`config.mk`:
```
export PLATFORM = sky130hd
export DESIGN_NAME = rst_boot_seq
export DESIGN_NICKNAME = d
export VERILOG_FILES = /design/src/rtl/rst_boot_seq.sv
export SDC_FILE = /design/constraint.sdc
export NUM_CORES = 1
export LEC_CHECK = 0
export BUFFER_PORTS_ARGS = -buffer_cell sky130_fd_sc_hd__buf_2
export CORE_UTILIZATION = 46
export DETAILED_ROUTE_END_ITERATION = 10
export PLACE_DENSITY = 0.87
export SLEW_MARGIN = 25
export SYNTH_ARGS = -nofsm -noshare
export SYNTH_HDL_FRONTEND = slang
export SYNTH_SLANG_ARGS = --single-unit
```
`constraint.sdc`:
```
create_clock -name clk -period 2.2 [get_ports clk]
set_input_delay 0.11 -clock clk [delete_from_list [all_inputs] [get_ports clk]]
set_output_delay 0.11 -clock clk [all_outputs]
set_load 0.005 [all_outputs]
```
`src/rtl/rst_boot_seq.sv`:
```
module rst_boot_seq #(
  parameter int WAIT_CYCLES = 80,
  parameter int AW = 32,
  parameter int DW = 32,
  parameter int MEM_N = 2
) (
  input  logic             clk,
  input  logic             rst_n,
  input  logic             dbg_halt_req,
  input  logic             nested_fault,
  input  logic             first_instr_done,
  output logic             bus_req,
  output logic [AW-1:0]    bus_addr,
  input  logic [DW-1:0]    bus_rdata,
  input  logic             bus_ack,
  input  logic             bus_err,
  output logic [DW-1:0]    sp,
  output logic [DW-1:0]    pc,
  output logic [15:0]      sr,
  output logic [AW-1:0]    vbr,
  output logic [MEM_N-1:0] mem_en,
  output logic             halted,
  output logic             fetch_start
);

  localparam int CW = $clog2(WAIT_CYCLES + 1);
  localparam logic [15:0] SR_RESET = 16'h2700;
  localparam logic [CW-1:0] CNT_LOAD = CW'(WAIT_CYCLES - 1);

  typedef enum logic [2:0] {
    ST_WAIT, ST_SP, ST_PC, ST_RUN, ST_DONE, ST_HALT
  } st_t;

  st_t           state;
  logic [CW-1:0] cnt;
  logic          seen;
  logic          fs_q;

  always_ff @(posedge clk or negedge rst_n) begin
    if (!rst_n) begin
      state <= ST_WAIT;
      cnt   <= CNT_LOAD;
      seen  <= 1'b0;
      sp    <= '0;
      pc    <= '0;
      fs_q  <= 1'b0;
    end else begin
      fs_q <= 1'b0;
      case (state)
        ST_WAIT:
          if (nested_fault) state <= ST_HALT;
          else if (cnt == '0) state <= (seen || dbg_halt_req) ? ST_HALT : ST_SP;
          else begin
            cnt  <= cnt - 1'b1;
            seen <= seen | dbg_halt_req;
          end
        ST_SP:
          if (nested_fault || bus_err) state <= ST_HALT;
          else if (bus_ack) begin
            sp    <= bus_rdata;
            state <= ST_PC;
          end
        ST_PC:
          if (nested_fault || bus_err) state <= ST_HALT;
          else if (bus_ack) begin
            pc    <= bus_rdata;
            fs_q  <= 1'b1;
            state <= ST_RUN;
          end
        ST_RUN:
          if (nested_fault || bus_err) state <= ST_HALT;
          else if (first_instr_done) state <= ST_DONE;
        ST_DONE:
          if (nested_fault) state <= ST_HALT;
        default: state <= ST_HALT;
      endcase
    end
  end

  assign bus_req     = (state == ST_SP) || (state == ST_PC);
  assign bus_addr    = (state == ST_PC) ? AW'(4) : '0;
  assign halted      = (state == ST_HALT);
  assign fetch_start = fs_q;
  assign sr          = SR_RESET;
  assign vbr         = '0;
  assign mem_en      = '0;

  a_r5_req_hold: assert property (@(posedge clk) disable iff (!rst_n)
    (bus_req && !bus_ack && !bus_err && !nested_fault) |=> (bus_req && $stable(bus_addr)));

  a_r6_fetch_once: assert property (@(posedge clk) disable iff (!rst_n)
    fetch_start |=> !fetch_start);

  a_r6_fetch_after_pc: assert property (@(posedge clk) disable iff (!rst_n)
    fetch_start |-> $past(bus_req && bus_ack && !bus_err && bus_addr == AW'(4)));

  a_r7_err_halts: assert property (@(posedge clk) disable iff (!rst_n)
    (bus_req && bus_err) |=> (halted && !fetch_start));

  a_r10_halt_sticky: assert property (@(posedge clk) disable iff (!rst_n)
    halted |=> halted);

  a_r4_no_req_when_halted: assert property (@(posedge clk) disable iff (!rst_n)
    halted |-> !bus_req);

  a_r3_req_after_wait: assert property (@(posedge clk) disable iff (!rst_n)
    $rose(bus_req) |-> (bus_addr == '0));

endmodule

```
# Word level (Yosys, flattened, before mapping)
# Cells that the tools add are included.
classes:
  add_sub_neg: 1
  n_shift: 0
  div: 0
  n_reduce_logical: 9
  order_cmp: 0
  n_eq_ne: 10
  muxes: 15
  bitwise: 4
  multipliers: 0
ops:
  columns: ["cell", "count"]
  rows:
  - ["two-way mux 3 bit", 11]
  - ["one-hot mux 3 bit (5 select lines)", 1]
  - ["!= test 3 bit, second input constant", 4]
  - ["AND reduction 3 bit", 3]
  - ["logical NOT 7 bit", 1]
  - ["subtractor 7 x 1 -> 7 bit, second input constant", 1]
  - ["equality test 3 x 2 -> 1 bit, second input constant", 2]
  - ["equality test 3 bit, second input constant", 2]
  - ["AND reduction 5 bit", 1]
  - ["equality test 3 x 1 -> 1 bit, second input constant", 1]
  - ["logical NOT 3 bit", 1]
  - ["logical OR 1 bit", 3]
  - ["two-way mux 1 bit", 3]
  - ["NOT 1 bit", 3]
  - ["!= test 2 bit, second input constant", 1]
  - ["OR 1 bit", 1]
totals:
  reg_bits: 76
  mem_count: 0
  output_inout_bits: 149
  latch_bits: 0
  ram_bits: 0
  elab_cells: 45
  rom_bits: 0

# Depth between registers and ports, before layout
# Gate-level depths: netlist of the first run.
depth:
  ltp_word: 5
  mapped_depth: 6
  mapped_depth_nobuf: 6

# Worst setup path after synthesis of the first run
# OpenSTA, ideal clock, no wires.
synth_path:
  path_type: "register to register"
  start: "register state[2]"
  end: "register sp[1]"
  setup_ps: 125
  path_buffers: 1
  synth_period_minus_slack_ps: 1672
  t_arrival_ps: 1547
  setup_slack_ps: 528
  path_stages_with_launch: 5
  required_ps: 2075
  path_cell_list: "dfrtp_1 > or3_4 > nor2_2 > buf_4 > mux2_2"
synth_between:
  elab_chain_cells: 2
synth_rtl:
  columns: ["item", "line_no", "source"]
  rows:
  - ["start: declaration", "34", "st_t state;"]
  - ["start signal: assignment", "52", "else if (cnt == '0) state <= (seen || dbg_halt_req) ? ST_HALT : ST_SP;"]
  - ["equality test 3 x 1 -> 1 bit", "49", "case (state)"]
  - ["AND reduction 3 bit (no source line)", null, null]
  - ["end signal: assignment", "60", "sp <= bus_rdata;"]
  - ["end: declaration", "17", "output logic [DW-1:0] sp,"]
# No other way between the ends.
# A chain may end at the register's enable or synchronous reset.

# Worst setup path after layout of the first run
layout_path:
  start: "register state[2]"
  end: "register sp[11]"
# The elaborated chain is that of the path after synthesis.

==> results.yml, run 1 <==
finish:
  utilization_pct: 56.36
  drive_gt1_share_pct: 44.39
  n_antenna_cell: 0
  area_growth_pct: 19.13
  fin_cells: 512
  final_area_um2: 4333
  nets: 446
global_route:
  grt_start_max_net_pins: 77
  grt_pass1_wl_um: 10740
  track_usage_pct: 16.57
  gr-total-overflow: 0
  antenna_found_initial: 0
  grt_pass1_vias: 2247
placement:
  port_buffers: 106
  gp_congestion: 0.7807
  dp.cells: 482
  post_dp_cell_area_um2: 3989
  dp_hpwl_um: 4631
min_path:
  hold_depth: 2
  hp-start: "bus_rdata[1]"
  hold_end: "pc[1]"
  hold_class: "input port to flip-flop"
detailed_routing:
  drtAntennaViolNets: 0
  wl_um: 6579
  drt_pre_antenna_iters: 4
  route.detailed.drc: 0
  viasPerCell: 4.453
  detail_route.wl_per_cell_um: 12.85
  num_vias: 2280
  first_iter_violations: 49
run:
  drv_cap: 0
logic_synthesis:
  synth-edff-count: 0
  yosysSeqAreaShare_pct: 52.46
  synth_area_leaders: "dfrtp_1 (49%), buf_4 (17%), mux2_2 (14%)"
  synth.yosys.warnings: 0
  synth_commonest_cells: "buf_4 (84), dfrtp_1 (71), mux2_2 (45)"
  synth.most_common_cell: "buf_4"
  synth_cell_types: 34
  yosysTopAreaCell: "dfrtp_1"
  syn-cell-area_um2: 3637
  synth_top_flop_cell: "dfrtp_1"
  synth-async-reset-ratio_pct: 100.0
  ys_ff_latch: 76
  synthCells: 282
  synth.top_cell.area_share_pct: 48.85
  avgSynthCellArea_um2: 12.90
critical_path:
  worstPathCellList: "or3_4, nor2_4, buf_12, mux2_2"
  rr_startpoint: "state[2]"
  reg2reg_depth: 4
  cp_data_arrival_time_ps: 2030
  cp_data_required_time_ps: 2410
  r2r-end: "sp[11]"
  slowest_delay_ps: 470
  crit_type: "flip-flop to flip-flop"
  crit_path_end_kind: "flip-flop"
  crit_path_top_delay_cell: "dfrtp_1"
  r2r_slack_ps: 390
  cp_max_fo: 30
  start_kind: "flip-flop"
floorplan:
  die_w_um: 90.92
  die-area_um2: 8266
  start_util_pct: 47.31
  core-area_um2: 7687
  ios: 188
  row_count: 32
  die_y_um: 90.92
timing:
  finalCritPeriodShare_pct: 82.49
  period_needed_ps: 1815
  slew_headroom_pct: 55.29
  clock.fmax_ghz: 0.5510
  final.setup_skew_ps: 10.41
  tns_ps: 0
  tightest_slew_ps: 670.7
  drv_slew: 0
  finalSetupViolations: 0
  finalHoldViolCount: 0
  rsz0062_at_grt: "false"
  whs_ps: 12.99
power:
  peakVddDrop_uv: 359.4
  cellPowerDensity_nw_per_um2: 624.1
  p_leak_nw: 2.501
clock_tree:
  cts_made_buffers: 9
  clkTransAtPathRegs_ps: 80
  cts_root_buffer: "clkbuf_8"
  cts_tree: "yes"
  insertion_delay_ps: 330
  clock_path_buffers: 2
  cts_num_sinks: 76
  h-tree-depth: 3
outcome:
  outcome: "finished, final reports clean"
[area by class of cell]
| cell class | instances | area (µm²) |
|---|---|---|
| inverters | 5 | 18.77 |
| flip-flops and latches | 76 | 1908 |
| clock buffers | 10 | 127.6 |
| well taps | 102 | 127.6 |
| clock inverters | 6 | 72.57 |
| multi-input cells | 191 | 1361 |
| repair buffers | 122 | 716.9 |
| fillers | 633 | 3354 |
[cell usage in the layout (no fill, tap or decap), types with 2 or more instances in the layout]
cell and n:
buf_2 105, conb_1 81, dfrtp_1 71, mux2_2 45
mux2_1 19, dlygate4sd3_1 14, clkbuf_8 9, nor2_1 7
xnor2_1 6, dfstp_2 5, inv_1 4, nand3_1 3
a21oi_1 3, a21o_1 3, nor4_2 2, nand2_1 2
ha_1 2, clkinv_4 2, inv_6 2, buf_12 2
[kinds of logic after synthesis]
group | after synthesis | share of synthesized area [%]
buffers and inverters | 94 | 18.54
DFF | 76 | 52.46
muxes | 64 | 19.81
and+or+nand+nor | 27 | 4.645
AOI/OAI and AO/OA | 11 | 2.201
xor gates and xnor gates | 6 | 1.445
adders and majority gates | 2 | 0.6879
other | 2 | 0.2065
[worst max path at each step]
stage	start	end	slack, ps	depth (start not counted)
6_report	state[2]	sp[11]	390	4
3_5_place_dp	state[2]	sp[16]	390	4
4_1_cts	state[2]	sp[16]	380	4
3_3_place_gp	state[2]	sp[19]	430	4
2_1_floorplan	state[2]	sp[1]	530	4
5_1_grt	state[0]	cnt[3]	260	4
[critical path, delay by kind of cell, from the launching register on]
kind,cells,cell delay [ps]
buffers and inverters,1,230
DFF,1,470
and+or+nand+nor,2,620
muxes,1,370
[what timing repair did]
item / 4_1_cts / 5_1_grt
setup buffers: 0 / 0
gates resized for setup: 0 / 0
endpoints found under the hold margin: 85 / 0
hold buffers: 14 / 0
endpoints found under the setup margin: 0 / 0
[per-layer routing]
layer  part of all wire [%]  track usage, %  vias up
li1                       -               -     1033
met1                     38           18.40     1125
met2                     53           29.86      118
met3                    7.6           4.966        4
met4                   0.76           5.952        0
met5                      0               0        -
[flip-flops by register name, indices dropped and copies added, names as in the netlist]
name	flops
cnt	7
pc	32
state	3
seen	1
sp	32
fetch_start	1
[power breakdown]
group | switching, mW | total, mW | internal [mW]
clock network | 0.527 | 1.06 | 0.537
logic | 0.114 | 0.196 | 0.0819
registers | 0.0156 | 1.44 | 1.43
[per-stage QoR]
stage | power, mW | setup WS (ps)
after floorplan | 1.650 | 528.2
after global placement | 1.638 | 432.1
after detailed placement | 1.647 | 388.0
after CTS | 2.748 | 384.4
after global routing | 2.834 | 258.0
final | 2.704 | 385.2
Note: power is estimated with default switching activity, not from simulation.
==> run 2, diff against run 1 <==
Clock period 2.2 ns to 1.75 ns, I/O delays scaled along.
==> results.yml, run 2 (synthesis results as in run 1) <==
clock_tree:
  cts_tree: "yes"
  insertion_delay_ps: 340
  clkTransAtPathRegs_ps: 90
  cts_num_sinks: 76
  postCtsSetupRepairBufs: 0
  clock_path_buffers: 2
  cts_root_buffer: "clkbuf_8"
  cts_made_buffers: 9
  h-tree-depth: 3
global_route:
  gr-total-overflow: 0
  grt_busiest_layer: "met2"
  met3_usage_pct: 5.892
  use_met2_pct: 32.13
  grt_pass1_wl_um: 11820
  grt_pass1_vias: 2472
  track_usage_pct: 18.36
  antenna_found_initial: 0
  grt_start_max_net_pins: 45
  met1_usage_pct: 21.48
critical_path:
  critPathBufInv: 0
  cp_data_required_time_ps: 2000
  crit_path_end: "state[0]"
  cp_data_arrival_time_ps: 1940
  rr_startpoint: "state[2]"
  startpoint: "state[2]"
  r2r-end: "state[0]"
  crit_cells: 4
  start_kind: "flip-flop"
  worstPathCellList: "or3_4, or3_1, nor3b_1, nor4_2"
  crit_path_top_delay_cell: "or3_4"
  slowest_delay_ps: 420
  reg2reg_depth: 4
  r2r_slack_ps: 60
  crit_family: "simple AND/OR/NAND/NOR gates"
  crit_type: "flip-flop to flip-flop"
  crit_path_end_kind: "flip-flop"
  cp_max_fo: 4
placement:
  dp.cells: 488
  pre_cts_slack_ps: 91.98
  dp_hpwl_um: 4603
  port_buffers: 106
  gp_congestion: 0.7978
run:
  drv_cap: 0
timing:
  rsz0062_at_grt: "true"
  clock.fmax_ghz: 0.5934
  whs_ps: 11.70
  finalHoldViolCount: 0
  finalSetupViolations: 0
  drv_slew: 0
  setup_slack_ps: 64.67
  final.setup_skew_ps: 11.63
  tns_ps: 0
  period_needed_ps: 1685
  finalCritPeriodShare_pct: 96.30
power:
  p_leak_nw: 2.599
  cellPowerDensity_nw_per_um2: 752.2
  power_mw: 3.434
  peakVddDrop_uv: 694.8
floorplan:
  row_count: 32
  die_y_um: 90.92
  start_util_pct: 47.31
  core-area_um2: 7687
  die-area_um2: 8266
  die_w_um: 90.92
  ios: 188
detailed_routing:
  first_iter_violations: 45
  route.detailed.drc: 0
  wl_um: 7164
  drtAntennaViolNets: 0
  viasPerCell: 4.404
  drt_pre_antenna_iters: 4
  detail_route.wl_per_cell_um: 13.34
  num_vias: 2365
finish:
  layout_common_cells: "buf_2 (105), conb_1 (81), dfrtp_1 (69)"
  nets: 471
  area_growth_pct: 25.52
  n_antenna_cell: 0
  layout_commonest_cell: "buf_2"
  reg.largest.list: "pc (32), sp (32), cnt (7)"
  drive_gt1_share_pct: 43.68
  n_fill_cell: 597
  fin_cells: 537
min_path:
  hp-start: "bus_rdata[9]"
  hold_class: "input port to flip-flop"
outcome:
  outcome: "finished, final reports clean"
==> run 2: final cells by class <==
class / instances / area, µm² / share of cell area [%]
clock buffer: 10 / 127.6 / 2.795
clock inverter: 6 / 71.32 / 1.562
inverter: 5 / 18.77 / 0.4111
multi-input combinational: 191 / 1361 / 29.82
sequential: 76 / 1911 / 41.85
tap: 102 / 127.6 / 2.795
timing repair buffer: 147 / 948.4 / 20.77
==> run 2: worst min-delay path by stage <==
| stage | to | cells past startpoint |
|---|---|---|
| detailed placement | pc[4] | 1 |
| global route | pc[9] | 2 |
| finish | sp[9] | 2 |
| CTS | sp[9] | 2 |
| floorplan | cnt[4] | 0 |
| global placement | pc[7] | 1 |
==> run 2: worst register-to-register path: cells and delay by family, from the launching register on <==
| family | cells | cell delay [ps] |
|---|---|---|
| AND/OR/NAND/NOR | 4 | 1210 |
| flip-flops | 1 | 390 |
==> run 2: per-layer routing <==
layer  vias to the layer above  routed length [µm]
li1                       1077                   -
met1                      1173                2860
met2                       111                3757
met3                         4                 501
met4                         0                  44
met5                         -                   0
==> run 2: stage by stage <==
step	util, %	area, µm²
2_1_floorplan	-	3934
3_3_place_gp	52.47	4034
3_5_place_dp	52.47	4034
4_1_cts	59.36	4563
5_1_grt	59.39	4566
6_report	59.39	4566
==> run 2: repair_timing <==
item / 4_1_cts / 5_1_grt
endpoints found under the hold margin: 87 / 0
endpoints found under the setup margin: 0 / 18
hold buffers: 33 / 0
resized for setup: 0 / 2
==> run 2: report_power, final <==
group / total [mW] / switching (mW) / internal (mW)
Sequential: 1.82 / 0.0205 / 1.80
Combinational: 0.287 / 0.152 / 0.134
Clock: 1.33 / 0.660 / 0.672
==> run 3, diff against run 2 <==
Settings changed: CORE_MARGIN set to 2.
==> results.yml, run 3 (synthesis results as in run 1) <==
clock_tree:
  cts_tree: "yes"
  clkTransAtPathRegs_ps: 90
  insertion_delay_ps: 350
  h-tree-depth: 3
  cts_root_buffer: "clkbuf_8"
  clock_path_buffers: 2
  cts_made_buffers: 9
  cts_num_sinks: 76
floorplan:
  die_y_um: 92.92
  die_w_um: 92.92
  row_count: 32
  die-area_um2: 8634
  ios: 188
  core-area_um2: 7687
  start_util_pct: 47.31
power:
  p_leak_nw: 2.612
  cellPowerDensity_nw_per_um2: 759.4
  power_mw: 3.482
  peakVddDrop_uv: 793.3
critical_path:
  crit_path_top_delay_cell: "mux2_1"
  cp_data_arrival_time_ps: 1880
  cp_common_cell: "buf_4"
  crit_path_end_kind: "flip-flop"
  crit_type: "flip-flop to flip-flop"
  r2r_slack_ps: 90
  start_kind: "flip-flop"
  cp_max_fo: 26
  cp_data_required_time_ps: 1970
  slowest_delay_ps: 390
  worstPathCellList: "buf_4, nor3_2, nand3_2, buf_4, mux2_1"
finish:
  n_fill_cell: 566
  final_area_um2: 4586
  layout_common_cells: "buf_2 (105), conb_1 (81), dfrtp_1 (70)"
  utilization_pct: 59.65
  reg.largest.list: "pc (32), sp (32), cnt (7)"
  n_antenna_cell: 0
  layout_commonest_cell: "buf_2"
  area_growth_pct: 26.08
  nets: 473
  drive_gt1_share_pct: 43.25
global_route:
  track_usage_pct: 18.29
  gr-total-overflow: 0
  grt_pass1_wl_um: 11990
  grt_start_max_net_pins: 42
  antenna_found_initial: 0
  grt_pass1_vias: 2385
timing:
  finalSetupViolations: 0
  finalHoldViolCount: 0
  rsz0062_at_grt: "true"
  finalCritPeriodShare_pct: 94.59
  final.setup_skew_ps: 8.970
  period_needed_ps: 1655
  drv_slew: 0
  whs_ps: 128.5
  setup_slack_ps: 94.62
  clock.fmax_ghz: 0.6041
detailed_routing:
  wl_met2_um: 3975
  top_layer: "met4"
  detail_route.wl_per_cell_um: 14.29
  drt_pre_antenna_iters: 4
  route.detailed.drc: 0
  first_iter_violations: 63
  wl_met3_um: 681
  drtAntennaViolNets: 0
  wl_um: 7704
  met1Wirelength_um: 2964
  num_vias: 2411
  viasPerCell: 4.473
placement:
  post_dp_cell_area_um2: 4034
  port_buffers: 106
  pre_cts_slack_ps: 105.1
  dp_hpwl_um: 5089
  gp_congestion: 0.7995
min_path:
  hold_class: "input port to flip-flop"
run:
  drv_cap: 0
outcome:
  outcome: "finished, final reports clean"
-- run 3: per-layer routing --
metal | track usage [%] | vias up
li1 | - | 1089
met5 | 0 | -
met1 | 20.55 | 1181
met3 | 6.591 | 9
met4 | 5.515 | 0
met2 | 32.43 | 132
-- run 3: final cells by class --
cell class	count	area, µm²	share of cell area (%)
multi-input combinational	191	1361	29.69
tap	102	127.6	2.783
sequential	76	1909	41.64
inverter	5	18.77	0.4093
clock buffer	10	127.6	2.783
timing repair buffer	149	968.4	21.12
clock inverter	6	72.57	1.583
-- run 3: worst max-delay path: cells and delay by family (launching register included) --
family        cells  cell delay [ps]
buf+inv           2              410
flops             1              380
mux               1              390
simple gates      2              340
-- run 3: what timing repair did --
| action | CTS | global route |
|---|---|---|
| endpoints found under the setup margin | 0 | 11 |
| endpoints found under the hold margin | 92 | 0 |
| buffers inserted | 0 | 0 |
| hold buffers | 35 | 0 |
| gates resized for setup | 0 | 1 |
-- run 3: path summary, 6_finish.rpt --
path                          start  endpoint  depth (start not counted)
setup reg to reg           state[2]     pc[7]                          5
min in group asynchronous     rst_n    pc[31]                          2
hold / removal              bus_err  state[1]                          3
setup / recovery           state[2]     pc[7]                          5
hold reg to reg                seen      seen                          1
max in group asynchronous     rst_n     pc[9]                          3
-- run 3: stage by stage --
stage / cells / TNS [ps]
3_5_place_dp: 488 / 0
6_report: 539 / 0
3_3_place_gp: 488 / 0
4_1_cts: 539 / 0
5_1_grt: 539 / -20.09
2_1_floorplan: 361 / 0
-- run 3: report_power, final --
| group | leakage [nW] | total (mW) | internal [mW] | switching [mW] |
|---|---|---|---|---|
| Combinational | 1.49 | 0.295 | 0.138 | 0.157 |
| Clock | 0.0975 | 1.37 | 0.675 | 0.697 |
| Sequential | 1.03 | 1.82 | 1.80 | 0.0200 |
| Total | 2.61 | 3.48 | 2.61 | 0.874 |
